### src/rtl/wdog_pkg.sv
package wdog_pkg;

  localparam int unsigned REG_ADDR_W = 4;

  localparam logic [REG_ADDR_W-1:0] OFS_MODE  = 4'h0;
  localparam logic [REG_ADDR_W-1:0] OFS_TMO   = 4'h4;
  localparam logic [REG_ADDR_W-1:0] OFS_FEED  = 4'h8;
  localparam logic [REG_ADDR_W-1:0] OFS_VALUE = 4'hC;

  localparam logic [7:0] KEY_FIRST  = 8'hAA;
  localparam logic [7:0] KEY_SECOND = 8'h55;

  // mode register bit positions
  localparam int unsigned MB_EN    = 0;
  localparam int unsigned MB_RSTEN = 1;
  localparam int unsigned MB_FLAG  = 2;

  typedef enum logic {
    FG_IDLE  = 1'b0,
    FG_KEYED = 1'b1
  } feed_state_e;

endpackage

### src/rtl/wdog_prescaler.sv
module wdog_prescaler #(
  parameter int unsigned DIV = 4
) (
  input  logic clk,
  input  logic rst_n,
  input  logic run,
  input  logic restart,
  output logic tick
);

  generate
    if (DIV <= 1) begin : g_bypass
      assign tick = run & ~restart;
    end else begin : g_div
      localparam int unsigned PW = $clog2(DIV);
      localparam logic [PW-1:0] LAST = PW'(DIV - 1);

      logic [PW-1:0] pre_q, pre_d;
      logic          pre_en;

      assign pre_en = restart | run;

      always_comb begin
        pre_d = pre_q;
        if (restart) begin
          pre_d = '0;
        end else if (run) begin
          pre_d = (pre_q == LAST) ? '0 : pre_q + PW'(1);
        end
      end

      always_ff @(posedge clk or negedge rst_n) begin
        if (!rst_n) begin
          pre_q <= '0;
        end else if (pre_en) begin
          pre_q <= pre_d;
        end
      end

      assign tick = run & ~restart & (pre_q == LAST);
    end
  endgenerate

endmodule

### src/rtl/wdog_down_counter.sv
module wdog_down_counter #(
  parameter int unsigned            CNT_W   = 24,
  parameter logic [CNT_W-1:0]       RST_VAL = 24'hFF
) (
  input  logic             clk,
  input  logic             rst_n,
  input  logic             load,
  input  logic [CNT_W-1:0] load_val,
  input  logic             tick,
  output logic [CNT_W-1:0] cnt,
  output logic             expire
);

  logic [CNT_W-1:0] cnt_q, cnt_d;
  logic             cnt_en;
  logic             at_end;

  assign at_end = (cnt_q <= CNT_W'(1));
  assign expire = tick & ~load & at_end;
  assign cnt_en = load | tick;

  always_comb begin
    cnt_d = cnt_q;
    if (load) begin
      cnt_d = load_val;
    end else if (tick) begin
      cnt_d = at_end ? load_val : cnt_q - CNT_W'(1);
    end
  end

  always_ff @(posedge clk or negedge rst_n) begin
    if (!rst_n) begin
      cnt_q <= RST_VAL;
    end else if (cnt_en) begin
      cnt_q <= cnt_d;
    end
  end

  assign cnt = cnt_q;

endmodule

### src/rtl/wdog_feed_guard.sv
module wdog_feed_guard
  import wdog_pkg::*;
(
  input  logic       clk,
  input  logic       rst_n,
  input  logic       acc,
  input  logic       feed_wr,
  input  logic [7:0] wbyte,
  input  logic       armed,
  output logic       feed_ok,
  output logic       fault_pend
);

  feed_state_e st_q, st_d;
  logic        fault_d, fault_q;
  logic        first_key, second_key;

  assign first_key  = acc & feed_wr & (wbyte == KEY_FIRST);
  assign second_key = acc & feed_wr & (wbyte == KEY_SECOND);

  always_comb begin
    st_d    = st_q;
    fault_d = 1'b0;
    feed_ok = 1'b0;
    unique case (st_q)
      FG_IDLE: begin
        if (first_key) st_d = FG_KEYED;
      end
      FG_KEYED: begin
        if (acc) begin
          st_d = FG_IDLE;
          if (second_key) begin
            feed_ok = 1'b1;
          end else begin
            fault_d = armed;
          end
        end
      end
      default: st_d = FG_IDLE;
    endcase
  end

  always_ff @(posedge clk or negedge rst_n) begin
    if (!rst_n) begin
      st_q    <= FG_IDLE;
      fault_q <= 1'b0;
    end else begin
      st_q    <= st_d;
      fault_q <= fault_d;
    end
  end

  assign fault_pend = fault_q;

endmodule

### src/rtl/wdog_keyed.sv
module wdog_keyed
  import wdog_pkg::*;
#(
  parameter int unsigned DATA_W    = 32,
  parameter int unsigned ADDR_W    = 4,
  parameter int unsigned CNT_W     = 24,
  parameter int unsigned PRESCALE  = 4,
  parameter int unsigned MIN_CONST = 255
) (
  input  logic              clk,
  input  logic              rst_n,
  input  logic              bus_sel,
  input  logic              bus_we,
  input  logic [ADDR_W-1:0] bus_addr,
  input  logic [DATA_W-1:0] bus_wdata,
  output logic [DATA_W-1:0] bus_rdata,
  output logic              wd_irq,
  output logic              wd_sys_rst
);

  localparam logic [CNT_W-1:0] FLOOR = CNT_W'(MIN_CONST);
  localparam int unsigned      PAD_W = DATA_W - CNT_W;

  // reset: asynchronous assert, synchronous release
  logic [1:0] rst_sync_q;
  logic       rst_i_n;

  always_ff @(posedge clk or negedge rst_n) begin
    if (!rst_n) begin
      rst_sync_q <= 2'b00;
    end else begin
      rst_sync_q <= {rst_sync_q[0], 1'b1};
    end
  end
  assign rst_i_n = rst_sync_q[1];

  // address decode
  logic hit_mode, hit_tmo, hit_feed, hit_val;
  logic wr_mode, wr_tmo, wr_feed, rd_acc;

  assign hit_mode = (bus_addr == ADDR_W'(OFS_MODE));
  assign hit_tmo  = (bus_addr == ADDR_W'(OFS_TMO));
  assign hit_feed = (bus_addr == ADDR_W'(OFS_FEED));
  assign hit_val  = (bus_addr == ADDR_W'(OFS_VALUE));

  assign wr_mode = bus_sel & bus_we & hit_mode;
  assign wr_tmo  = bus_sel & bus_we & hit_tmo;
  assign wr_feed = bus_we & hit_feed;
  assign rd_acc  = bus_sel & ~bus_we;

  logic unused_wdata_hi;
  assign unused_wdata_hi = ^bus_wdata[DATA_W-1:CNT_W];

  function automatic logic [CNT_W-1:0] clamp_tmo(input logic [CNT_W-1:0] v);
    return (v < FLOOR) ? FLOOR : v;
  endfunction

  // state registers
  logic             en_q, en_d;
  logic             rsten_q, rsten_d;
  logic             flag_q, flag_d;
  logic             sysrst_q, sysrst_d;
  logic             armed_q, armed_d;
  logic [CNT_W-1:0] tmo_q, tmo_d;

  logic             feed_ok, fault_pend;
  logic             tick, expire, wd_event;
  logic [CNT_W-1:0] cnt_val;

  wdog_feed_guard u_guard (
    .clk        (clk),
    .rst_n      (rst_i_n),
    .acc        (bus_sel),
    .feed_wr    (wr_feed),
    .wbyte      (bus_wdata[7:0]),
    .armed      (armed_q),
    .feed_ok    (feed_ok),
    .fault_pend (fault_pend)
  );

  wdog_prescaler #(
    .DIV (PRESCALE)
  ) u_pre (
    .clk     (clk),
    .rst_n   (rst_i_n),
    .run     (armed_q),
    .restart (feed_ok),
    .tick    (tick)
  );

  wdog_down_counter #(
    .CNT_W   (CNT_W),
    .RST_VAL (FLOOR)
  ) u_cnt (
    .clk      (clk),
    .rst_n    (rst_i_n),
    .load     (feed_ok),
    .load_val (tmo_q),
    .tick     (tick),
    .cnt      (cnt_val),
    .expire   (expire)
  );

  assign wd_event = expire | fault_pend;

  always_comb begin
    en_d     = en_q    | (wr_mode & bus_wdata[MB_EN]);
    rsten_d  = rsten_q | (wr_mode & bus_wdata[MB_RSTEN]);
    armed_d  = armed_q | (feed_ok & en_q);
    sysrst_d = sysrst_q | (wd_event & rsten_q);
    tmo_d    = wr_tmo ? clamp_tmo(bus_wdata[CNT_W-1:0]) : tmo_q;

    flag_d = flag_q;
    if (wr_mode && !bus_wdata[MB_FLAG]) flag_d = 1'b0;
    if (wd_event && !rsten_q)           flag_d = 1'b1;
    if (sysrst_d)                       flag_d = 1'b0;
  end

  always_ff @(posedge clk or negedge rst_i_n) begin
    if (!rst_i_n) begin
      en_q     <= 1'b0;
      rsten_q  <= 1'b0;
      flag_q   <= 1'b0;
      sysrst_q <= 1'b0;
      armed_q  <= 1'b0;
      tmo_q    <= FLOOR;
    end else begin
      en_q     <= en_d;
      rsten_q  <= rsten_d;
      flag_q   <= flag_d;
      sysrst_q <= sysrst_d;
      armed_q  <= armed_d;
      if (wr_tmo) tmo_q <= tmo_d;
    end
  end

  // read mux
  always_comb begin
    bus_rdata = '0;
    if (rd_acc) begin
      if (hit_mode) begin
        bus_rdata[MB_EN]    = en_q;
        bus_rdata[MB_RSTEN] = rsten_q;
        bus_rdata[MB_FLAG]  = flag_q;
      end else if (hit_tmo) begin
        bus_rdata = {{PAD_W{1'b0}}, tmo_q};
      end else if (hit_val) begin
        bus_rdata = {{PAD_W{1'b0}}, cnt_val};
      end
    end
  end

  assign wd_irq     = flag_q;
  assign wd_sys_rst = sysrst_q;

endmodule

### config.mk
export PLATFORM = sky130hd
export DESIGN_NAME = wdog_keyed
export DESIGN_NICKNAME = d
export VERILOG_FILES = /design/src/rtl/wdog_pkg.sv /design/src/rtl/wdog_prescaler.sv /design/src/rtl/wdog_down_counter.sv /design/src/rtl/wdog_feed_guard.sv /design/src/rtl/wdog_keyed.sv
export SDC_FILE = /design/constraint.sdc
export NUM_CORES = 1
export LEC_CHECK = 0
export ABC_CLOCK_PERIOD_IN_PS = 2600
export BUFFER_PORTS_ARGS = -buffer_cell sky130_fd_sc_hd__buf_4
export CORE_UTILIZATION = 35
export CTS_CLUSTER_DIAMETER = 30
export DETAILED_ROUTE_END_ITERATION = 8
export PLACE_DENSITY = 0.61
export SYNTH_ARGS = -nofsm -noshare
export SYNTH_HDL_FRONTEND = slang
export SYNTH_SLANG_ARGS = --single-unit
### constraint.sdc
create_clock -name clk -period 2.6 [get_ports clk]
set_input_delay 0.65 -clock clk [delete_from_list [all_inputs] [get_ports clk]]
set_output_delay 0.65 -clock clk [all_outputs]
set_load 0.01 [all_outputs]
-- Word-level counts from Yosys, hierarchy flattened
Cells that the tools add are included.
- flip-flop bits (word level): 59
- input port bits: 40
- output and inout port bits: 34
- logic and storage cells: 81
- add/sub/neg operators: 2
- order comparisons: 2
- eq/ne operators: 6
- muxes and demuxes: 24
- bitwise logic cells: 26
- reduce and logical (&&, ||, !) cells: 10
- operators by type and width (operator ; count):
    $mux 24 ; 5
    $mux 32 ; 2
    $mux 29 ; 1
    $le 24x1->1 const B ; 1
    $lt 24x8->1 const B ; 1
    $sub 24x1->24 const B ; 1
    $and 1x1->1 ; 16
    $mux 1 ; 11
    $eq 4x4->1 const B ; 2
    $eq 8x7->1 const B ; 1
    $eq 8x8->1 const B ; 1
    $or 1x1->1 ; 7
    $mux 2 ; 3
    $eq 4x3->1 const B ; 1
    $logic_not 4->1 ; 1
    $reduce_and 2->1 ; 2
    $reduce_bool 2->1 ; 2
    $mux 3 ; 1
    $not 1->1 ; 3
    $reduce_bool 3->1 ; 1
    $add 2x1->2 const B ; 1
    $eq 2x2->1 const B ; 1
    $logic_and 1x1->1 ; 2
    $logic_not 1->1 ; 2
    $pmux 1 s2 ; 1

-- Logic depth before layout (Yosys ltp)
Gate-level depths: netlist of the first run.
- word-level depth: 16
- depth in mapped cells: 8
- depth with buffers taken out: 7

-- Modules after synthesis
Synthesis of the first run repeated with hierarchy kept, for this count alone.
- cells, all modules: 383
- area, all modules: 3585.9 um^2
- by module, submodules not included (module ; instances ; cells an instance ; area each (um^2) ; sequential area each (um^2)):
    wdog_keyed ; 1 ; 161 ; 1671.6 ; 785.8
    wdog_down_counter ; 1 ; 199 ; 1655.3 ; 610.6
    wdog_feed_guard ; 1 ; 13 ; 151.4 ; 50.0
    wdog_prescaler ; 1 ; 10 ; 107.6 ; 50.0

-- Least setup slack after synthesis of the first run
OpenSTA, ideal clock, no wires.
- path kind: input-to-output
- start: input bus_addr[2]
- end: output bus_rdata[10]
- data arrival time: 1838 ps
- path slack: 112 ps
- cell stages on the path: 5
- path buffers: 2
- cells stage by stage: buf_2 > nor4bb_1 > clkbuf_1 > a22oi_1 > nor2_1
- longest elaborated chain between the ends: 5
- RTL lines (element ; line ; source):
    start, declared ; wdog_keyed.sv:14 ; input logic [ADDR_W-1:0] bus_addr,
    $eq 4x4->1 ; wdog_keyed.sv:44 ; assign hit_val = (bus_addr == ADDR_W'(OFS_VALUE));
    $mux 24 ; wdog_keyed.sv:147 ; end else if (hit_val) begin
    $mux 32 ; wdog_keyed.sv:145 ; end else if (hit_tmo) begin
    $mux 29 * ; wdog_keyed.sv:141 ; if (hit_mode) begin
    $mux 32 * ; wdog_keyed.sv:140 ; if (rd_acc) begin
    end, declared ; wdog_keyed.sv:16 ; output logic [DATA_W-1:0] bus_rdata,
Every way passes the cells marked *; elsewhere a longest branch is shown, timed or not.

-- Final worst setup path of the first run
- start: input bus_addr[0]
- end: output bus_rdata[11]
The elaborated chain is that of the path after synthesis.

==> qor.yml, run 1 <==
timing:
  rsz0062_at_grt: "false"
  worst_pin_slew_ps: 1010
  post-route-min-period_ps: 2490
  fmax_ghz: 0.401
  tns_ps: 0
  hold_viol_final: 0
  min_period_over_period: 0.959
  finalMaxSlewViolations: 0
  setup_viol: 0
  fin_skew_ps: 6.70
  slew_headroom: 0.329
yosys:
  synth_area_leaders: "dfrtp_1, dfstp_2, mux2_1"
  synth-seq-cells: 59
  synth_fa_ha_area_frac: 0.0102
  ys_warn_count: 0
  synth_compound_area_frac: 0.179
  async_flop_share: 1.00
  synthMuxAreaShare: 0.106
  syn_area_sq_um: 3680
  synthCells: 374
  yosysTopAreaCell: "dfrtp_1"
  synth_edf_count: 0
  ys_types: 64
  synth_top_family_by_area: "simple AND/OR/NAND/NOR gates"
  ys.flop_type: "dfrtp_1"
  synth_top_area_share: 0.293
  seq_area_frac_synth: 0.407
  avgSynthCellArea_sq_um: 9.83
  synthSimpleGateAreaFrac: 0.235
  synth_xor_area_frac: 0.00238
grt:
  grt_max_degree: 44
  gr-total-overflow: 0
  grt.total_usage: 0.193
  grt_pass1_wl_um: 16700
  antenna_found_initial: 0
  first_global_vias: 3267
floorplan:
  core_sq_um: 10300
  row_count: 37
  io_pins: 74
  die_h_um: 105
  initial_core_util: 0.358
  dieWidth_um: 105
  die_area_sq_um: 10900
routing:
  wl_per_cell_um: 17.1
  vias_per_cell: 5.61
  dr.pass1.iters: 5
  wl_um: 9910
  first_iter_violations: 177
  drc: 0
  ant_nets: 0
  vias: 3246
setup_path:
  critPathKind: "in -> out"
  critPathLaunch: "bus_addr[0]"
  ff2ff_setup_slack_ps: 320
  worstReg2RegEnd: "u_cnt.cnt[15]"
  arrival_ps: 1840
  slowest_stage: "or4_1"
  cp_max_fo: 21
  rr_startpoint: "u_cnt.cnt[0]"
  r2r_cells: 8
  crit_family: "simple AND/OR/NAND/NOR gates"
  critPathMostFrequentCell: "buf_4"
  worstSetupEndpointType: "output pin"
  slowest_delay_ps: 500
  critPathBufInv: 3
  crit_chain: "buf_4, or4_1, nand3b_1, buf_12, nor2_1, buf_4"
  worst_ep_required_time_ps: 1950
  start_kind: "input port"
flow_run:
  maxCapViolations: 0
clock_tree:
  h-tree-depth: 3
  cts_buffer_depth: 2
  root_buffer: "clkbuf_8"
  clock_latency_ps: 340
  cts_made_buffers: 9
  hold_buffers: 0
  cts_setup_buffers: 0
  clock_sinks: 59
  clk_pin_slew_ps: 60
  tritoncts: "yes"
  cts_resized: 0
finish:
  final_cell_count_no_fill: 579
  layout_common_cells: "buf_4, dfrtp_1, nor2_1"
  regArea_sq_um: 1500
  n_antenna_cell: 0
  syn2layout_area_growth_pct: 22.6
  final_common_cell: "buf_4"
  fillers: 1026
  nets: 481
  final_layout_size_suffix_gt1_frac: 0.312
  multi_input_comb_area_sq_um: 2010
min_path:
  hp-class: "in -> async"
run_status:
  status: "finished, final reports clean"
power:
  max-vdd-ir-drop_mv: 0.220
  pwr_density_cell_nw_per_um2: 463
  power_leakage_nw: 1.97
placement:
  dp.cells: 563
  gp_congestion: 0.838
  port_buffers: 57
  post-dp-hpwl_um: 7190
-- synth_stat cells, types with 2 or more instances --
library cell and count:
a21o_1 4, and4bb_2 2, nor4_1 10, a22oi_1 24
o21ai_1 3, o211ai_1 3, or2_2 2, or3_1 2
and4_1 4, dfstp_2 16, o22a_1 12, conb_1 2
buf_4 11, nor3b_1 3, a211oi_1 2, ha_1 3
a2bb2oi_1 3, nand3_1 18, clkbuf_1 11, nor4bb_1 3
and3_1 4, o31ai_1 2, dfrtp_1 43, and2_1 3
o22ai_1 4, nand4_1 7, nor4b_1 2, inv_1 7
nand2_1 21, or4_1 4, buf_2 8, nand3b_1 2
buf_6 2, o2bb2a_2 3, nor2_1 40, mux2i_1 12
nor4_2 3, mux2_1 17, a21oi_1 15, nor3_1 7
mux2_2 7
-- how the worst max path moves through the flow --
stage                          endpoint  slack, ps  depth (start not counted)
final                     bus_rdata[11]        110                          6
after global routing       bus_rdata[9]         40                          6
after CTS                 bus_rdata[11]         90                          6
after detailed placement  bus_rdata[11]         90                          6
after global placement     bus_rdata[6]        100                          6
after floorplan           bus_rdata[10]        110                          5
-- registers in the layout, summed over array words and instances, names as in the netlist --
signal / flops
rsten_q: 1
rst_sync_q: 2
u_guard.fault_pend: 1
wd_irq: 1
en_q: 1
u_cnt.cnt: 24
u_pre.g_div.pre_q: 2
armed_q: 1
tmo_q: 24
wd_sys_rst: 1
u_guard.st_q: 1
-- through the flow --
step                      area (sq um)  hold slack [ps]  utilization  worst slack [ps]  power (mW)
after CTS                         4510             70.3        0.439              88.3        2.11
final                             4510             82.3        0.439               106        2.09
after floorplan                   3700              331            -               112        1.23
after global placement            4340              338        0.422               102        1.34
after global routing              4510             66.2        0.439              36.9        2.17
after detailed placement          4340              336        0.422              88.8        1.35
-- power breakdown --
part	total [mW]	internal, mW	switching, mW
registers	1.12	1.03	0.0894
logic	0.207	0.121	0.0862
clock network	0.761	0.396	0.365
-- layout make-up --
type | count | area share
clock inverter | 2 | 0.00222
clock buffer | 14 | 0.0361
multi-input combinational | 282 | 0.446
sequential | 59 | 0.332
inverter | 7 | 0.00583
tap | 136 | 0.0377
timing repair buffer | 79 | 0.140
-- layer usage --
metal  vias to the layer above  track usage  share of wire
met3                        15       0.0294          0.042
met2                        84        0.305           0.46
met4                         0       0.0745          0.020
met5                         -            0              0
li1                       1527            -              -
met1                      1620        0.264           0.47
-- logic make-up (layout without fill, tap and decap cells) --
logic type	count (synthesis)	in the layout
flops	59	59
simple gates	148	148
buf+inv	40	102
mux	36	36
compound gates	85	85
fa+ha+maj	3	3
other cells	2	9
xor+xnor	1	1
No activity file was read; power rests on OpenSTA's default activity.
==> run 2: changes to the inputs <==
SYNTH_HIERARCHICAL = 1   (was default)
==> run 2 against run 1 <==
Area after synthesis shrank 2.5%. Sequential power is essentially flat. Synthesized cell count grew 2.4%. Wire length grew 6.9%. First-iteration DRC count grew 47%. Core utilization grew 5.0 points. Final cell count grew 8.5%. Critical path depth grew 1. Register-to-register slack lost 130 ps. Global-route usage grew 2.2 points. Design area grew 6.9%. Worst hold slack lost 9.7 ps.
==> qor.yml, run 2 <==
setup_path:
  worstSetupEndpointType: "output pin"
  arrival_ps: 1890  # +50 ps
  crit_chain: "buf_4, buf_4, or4_4, buf_4, o21ai_0, a21oi_1, buf_4"
  worst_ep_required_time_ps: 1950  # about the same
  crit_family: "buffers and inverters"
  critPathMostFrequentCell: "buf_4"
  critPathBufInv: 4  # +1
  slowest_delay_ps: 430  # -70 ps
  critPathKind: "in -> out"
  start_kind: "input port"
  cp_max_fo: 8  # -62%
  slowest_stage: "or4_4"
  ff2ff_setup_slack_ps: 190  # -130 ps
clock_tree:
  hold_buffers: 0  # unchanged
  cts_buffer_depth: 2  # unchanged
  root_buffer: "clkbuf_8"
  clk_pin_slew_ps: 60  # about the same
  cts_resized: 0  # unchanged
  tritoncts: "yes"
  cts_setup_buffers: 0  # unchanged
  cts_made_buffers: 9  # unchanged
  clock_sinks: 59  # unchanged
  clock_latency_ps: 350  # about the same
  h-tree-depth: 3  # unchanged
yosys:
  yosysTopAreaCell: "dfrtp_1"
  avgSynthCellArea_sq_um: 9.36  # -4.8%
  async_flop_share: 1.00  # unchanged
  synth_top_area_share: 0.300  # +0.00745
  ys_top_cells_by_count: "dfrtp_1, nor2_1, a22oi_1"
  seq_area_frac_synth: 0.417  # +0.0104
  synth-seq-cells: 59  # unchanged
  synth_area_leaders: "dfrtp_1, dfstp_2, a22oi_1"
  synthCells: 383  # +2.4%
  syn_area_sq_um: 3590  # -2.5%
  ys_types: 60  # -6.3%
  ys.flop_type: "dfrtp_1"
  ys_warn_count: 6  # +6
  synth_edf_count: 0  # unchanged
  yosysMostFrequentCell: "dfrtp_1"
timing:
  fin_skew_ps: 6.70  # +0.000270 ps
  fmax_ghz: 0.394  # -1.7%
  whs_ps: 72.6  # -9.71 ps
  setup_viol: 0  # unchanged
  rsz0062_at_grt: "false"
  slew_headroom: 0.476  # +0.147
  min_period_over_period: 0.976  # +0.0167
  hold_viol_final: 0  # unchanged
  worst_pin_slew_ps: 785  # -221 ps
  finalMaxSlewViolations: 0  # unchanged
  tns_ps: 0  # unchanged
  post-route-min-period_ps: 2540  # +43.5 ps
  finalWorstSetupSlack_ps: 62.1  # -43.5 ps
floorplan:
  dieWidth_um: 103  # -1.2%
  die_h_um: 103  # -1.2%
  die_area_sq_um: 10700  # -2.4%
  initial_core_util: 0.364  # +0.00572
  row_count: 36  # -2.7%
  core_sq_um: 9860  # -4.0%
  io_pins: 74  # unchanged
finish:
  final_cell_count_no_fill: 628  # +8.5%
  layout_common_cells: "buf_4, dfrtp_1, nor2_1"
  final_area_sq_um: 4820  # +6.9%
  final_common_cell: "buf_4"
  syn2layout_area_growth_pct: 34.4
  nets: 533  # +11%
  n_antenna_cell: 0  # unchanged
  finish.utilization: 0.488  # +0.0497
  final_layout_size_suffix_gt1_frac: 0.345  # +0.0339
routing:
  vias_per_cell: 5.64  # +0.60%
  drc: 0  # unchanged
  vias: 3542  # +9.1%
  first_iter_violations: 260  # +47%
  ant_nets: 0  # unchanged
  wl_per_cell_um: 16.9  # -1.4%
  dr.pass1.iters: 5  # unchanged
  wl_um: 10600  # +6.9%
min_path:
  hp-class: "in -> async"
grt:
  antenna_found_initial: 0  # unchanged
  grt.total_usage: 0.215  # +0.0221
  gr-total-overflow: 0  # unchanged
  first_global_vias: 3361  # +2.9%
  grt_max_degree: 23  # -48%
  grt_pass1_wl_um: 17200  # +3.1%
flow_run:
  maxCapViolations: 0  # unchanged
placement:
  placed_cell_area_sq_um: 4580  # +5.5%
  gp_congestion: 0.946  # +13%
  dp_slack_ps: -213  # -302 ps
  post-dp-hpwl_um: 7930  # +10%
  dp.cells: 611  # +8.5%
  port_buffers: 57  # unchanged
power:
  max-vdd-ir-drop_mv: 0.403  # +83%
  power_leakage_nw: 2.08  # +5.8%
  total_power_mw: 2.18  # +4.3%
  pwr_density_cell_nw_per_um2: 452  # -2.4%
run_status:
  status: "finished, final reports clean"
==> run 2: routing by layer <==
metal	up-vias	routed length, um	GRT usage	part of all wire
li1	1654	-	-	-
met1	1735	5030	0.317	0.47
met2	138	4680	0.309	0.44
met3	15	721	0.0477	0.068
met4	0	162	0.0726	0.015
met5	-	0	0	0
==> run 2: path summary, 6_finish.rpt <==
| kind | endpoint | cells past startpoint | start |
|---|---|---|---|
| worst max register to register | u_cnt/cnt[4] | 8 | u_cnt/cnt[1] |
| worst min register to register | wd_sys_rst | 0 | rst_sync_q[1] |
| worst max-delay path | bus_rdata[2] | 7 | bus_addr[3] |
| worst min-delay path | rst_sync_q[1] | 1 | rst_n |
| max in group asynchronous | u_cnt/cnt[5] | 1 | rst_sync_q[1] |
| min in group clk | rst_sync_q[1] | 0 | rst_sync_q[0] |
==> run 2: area by class of cell <==
| type | count | area (sq um) |
|---|---|---|
| repair buffers | 119 | 988 |
| clock inverters | 4 | 23.8 |
| clock buffers | 12 | 165 |
| well taps | 133 | 166 |
| inverters | 9 | 33.8 |
| flip-flops and latches | 59 | 1500 |
| multi-input cells | 292 | 1940 |
| fillers | 919 | 5050 |
==> run 2: logic make-up (layout without fill, tap and decap cells) <==
logic type,count (synthesis),in the layout,synth area share
simple gates,157,157,0.240
other cells,2,9,0.00209
compound gates,102,102,0.207
fa+ha+maj,3,3,0.0105
mux,21,21,0.0645
flops,59,59,0.417
buf+inv,39,144,0.0579
==> run 2: where the power goes <==
part / internal [mW] / switching, mW
sequential: 1.03 / 0.104
combinational: 0.141 / 0.0977
clock: 0.419 / 0.382
==> run 3: changes to the inputs <==
ABC_CLOCK_PERIOD_IN_PS = 3200   (was 2600)
clock period = 3.2 ns   (was 2.6 ns; I/O delays follow)
==> run 3 against run 2 <==
Core utilization decreased by 4.1 points. Combinational power decreased by 30%. Clock power decreased by 13%. Worst hold slack improved by 160 ps. Via count decreased by 6.0%. Non-clock buffer count decreased by 45. Die area unchanged. Wire length decreased by 5.1%. Sequential power decreased by 19%. Critical path type unchanged. Critical endpoint is now bus_rdata[13]. Largest cell class unchanged.
==> qor.yml, run 3 (synthesis gave the netlist of run 2 again) <==
timing:
  fin_skew_ps: 11.6  # +4.95 ps
  post-route-min-period_ps: 2890
  finalMaxSlewViolations: 0  # unchanged
  tns_ps: 0  # unchanged
  fmax_ghz: 0.346
  hold_viol_final: 0  # unchanged
  worst_pin_slew_ps: 776  # -8.87 ps
  slew_headroom: 0.482  # +0.00591
  setup_viol: 0  # unchanged
  min_period_over_period: 0.902
  rsz0062_at_grt: "false"
power:
  p_sw_frac: 0.256  # -0.0121
  pwr-share-clk: 0.391  # +0.023
  seq_power_share: 0.516  # -0.006
  max-vdd-ir-drop_mv: 0.317  # -21%
  cellInternalPower_mw: 1.33  # -16%
  power_switching_mw: 0.459  # -21%
  total_power_mw: 1.79  # -18%
  power_leakage_nw: 1.85  # -11%
  pwr-share-comb: 0.094  # -0.016
  pwr_density_cell_nw_per_um2: 406  # -10%
routing:
  vias: 3329  # -6.0%
  wl_um: 10100  # -5.1%
  drc: 0  # unchanged
  vias_per_cell: 5.71  # +1.2%
  wl_per_cell_um: 17.2  # +2.3%
  dr.pass1.iters: 5  # unchanged
  met2RoutedLength_um: 4490  # -4.2%
  first_iter_violations: 351  # +35%
  ant_nets: 0  # unchanged
  wl_met3_um: 516  # -28%
  top_layer_used: "met4"
  wl_met1_um: 4940  # -1.7%
run_status:
  status: "finished, final reports clean"
clock_tree:
  clock_latency_ps: 340  # about the same
  cts_buffer_depth: 2  # unchanged
  hold_buffers: 0  # unchanged
  h-tree-depth: 3  # unchanged
  cts_setup_buffers: 0  # unchanged
  clock_sinks: 59  # unchanged
  root_buffer: "clkbuf_8"
  tritoncts: "yes"
  clk_pin_slew_ps: 70  # about the same
  cts_made_buffers: 9  # unchanged
  cts_resized: 0  # unchanged
setup_path:
  start_kind: "input port"
  worst_ep_required_time_ps: 2400  # +450 ps
  critPathKind: "in -> out"
  arrival_ps: 2090  # +200 ps
  cp_max_fo: 12  # +4
  worstSetupEndpointType: "output pin"
placement:
  post-dp-hpwl_um: 7350  # -7.3%
  port_buffers: 57  # unchanged
  gp_congestion: 0.912  # -3.6%
grt:
  gr-total-overflow: 0  # unchanged
  first_global_vias: 3097  # -7.9%
  grt_max_degree: 37  # +61%
  grt.total_usage: 0.202  # -0.0125
  antenna_found_initial: 0  # unchanged
  grt_pass1_wl_um: 16300  # -5.4%
floorplan:
  die_h_um: 103  # unchanged
  io_pins: 74  # unchanged
  die_area_sq_um: 10700  # unchanged
  initial_core_util: 0.364  # unchanged
  dieWidth_um: 103  # unchanged
  core_sq_um: 9860  # unchanged
  row_count: 36  # unchanged
min_path:
  hp-class: "in -> async"
flow_run:
  maxCapViolations: 0  # unchanged
finish:
  syn2layout_area_growth_pct: 23.0
  layout_common_cells: "buf_4, dfrtp_1, nor2_1"
  final_layout_size_suffix_gt1_frac: 0.273  # -0.0721
  final_common_cell: "buf_4"
  nets: 488  # -8.4%
  n_antenna_cell: 0  # unchanged
==> run 3: cell types whose count changed in the layout (fill, tap and decap cells not counted), moves of 2 or more <==
cell	previous run	this run
a22oi_2	3	1
buf_6	4	0
a22oi_1	24	26
buf_12	5	2
buf_4	109	72
==> run 3: power by group through the flow <==
| stage | logic [mW] | registers, mW | clock network [mW] |
|---|---|---|---|
| after global placement | 0.164 | 0.935 | 0 |
| after floorplan | 0.102 | 0.901 | 0 |
| after global routing | 0.186 | 0.935 | 0.739 |
| after detailed placement | 0.169 | 0.935 | 0 |
| final | 0.168 | 0.923 | 0.699 |
| after CTS | 0.169 | 0.922 | 0.709 |
==> run 3: path summary, 6_finish.rpt <==
path | end | slack (ps) | cells after the start | from
min in group clk | rst_sync_q[1] | 350 | 0 | rst_sync_q[0]
worst min register to register | u_cnt/cnt[20] | 350 | 0 | rst_sync_q[1]
worst max register to register | u_cnt/cnt[9] | 570 | 5 | u_cnt/cnt[12]
max in group asynchronous | tmo_q[3] | 1870 | 2 | rst_sync_q[1]
worst max-delay path | bus_rdata[13] | 310 | 6 | bus_addr[1]
worst min-delay path | rst_sync_q[1] | 240 | 1 | rst_n
==> run 3: critical path, cell delays in order <==
cell and delay (ps):
buf_4 130, nor4bb_4 500, buf_4 290, a22oi_1 120, nor2_1 110, buf_4 130
==> run 3: cell type report <==
type / instances / area, sq um
Multi-Input combinational cell: 292 / 1930
Inverter: 9 / 33.8
Fill cell: 966 / 5450
Tap cell: 133 / 166
Timing Repair Buffer: 74 / 581
Clock inverter: 5 / 51.3
Clock buffer: 11 / 151
Sequential cell: 59 / 1500
==> run 3: layer usage <==
layer | vias up | track usage
li1 | 1565 | -
met1 | 1634 | 0.304
met2 | 121 | 0.299
met3 | 9 | 0.0309
met4 | 0 | 0.0618
met5 | - | 0
==> run 3: through the flow <==
stage          utilization  hold WS (ps)  worst slack [ps]  instance area (sq um)  instances
6_report             0.447           237               313                   4410        583
5_1_grt              0.447           222               215                   4410        583
4_1_cts              0.447           225               313                   4410        583
3_5_place_dp         0.427           339               215                   4210        567
3_3_place_gp         0.427           339               271                   4210        567
2_1_floorplan            -           331               457                   3610        390
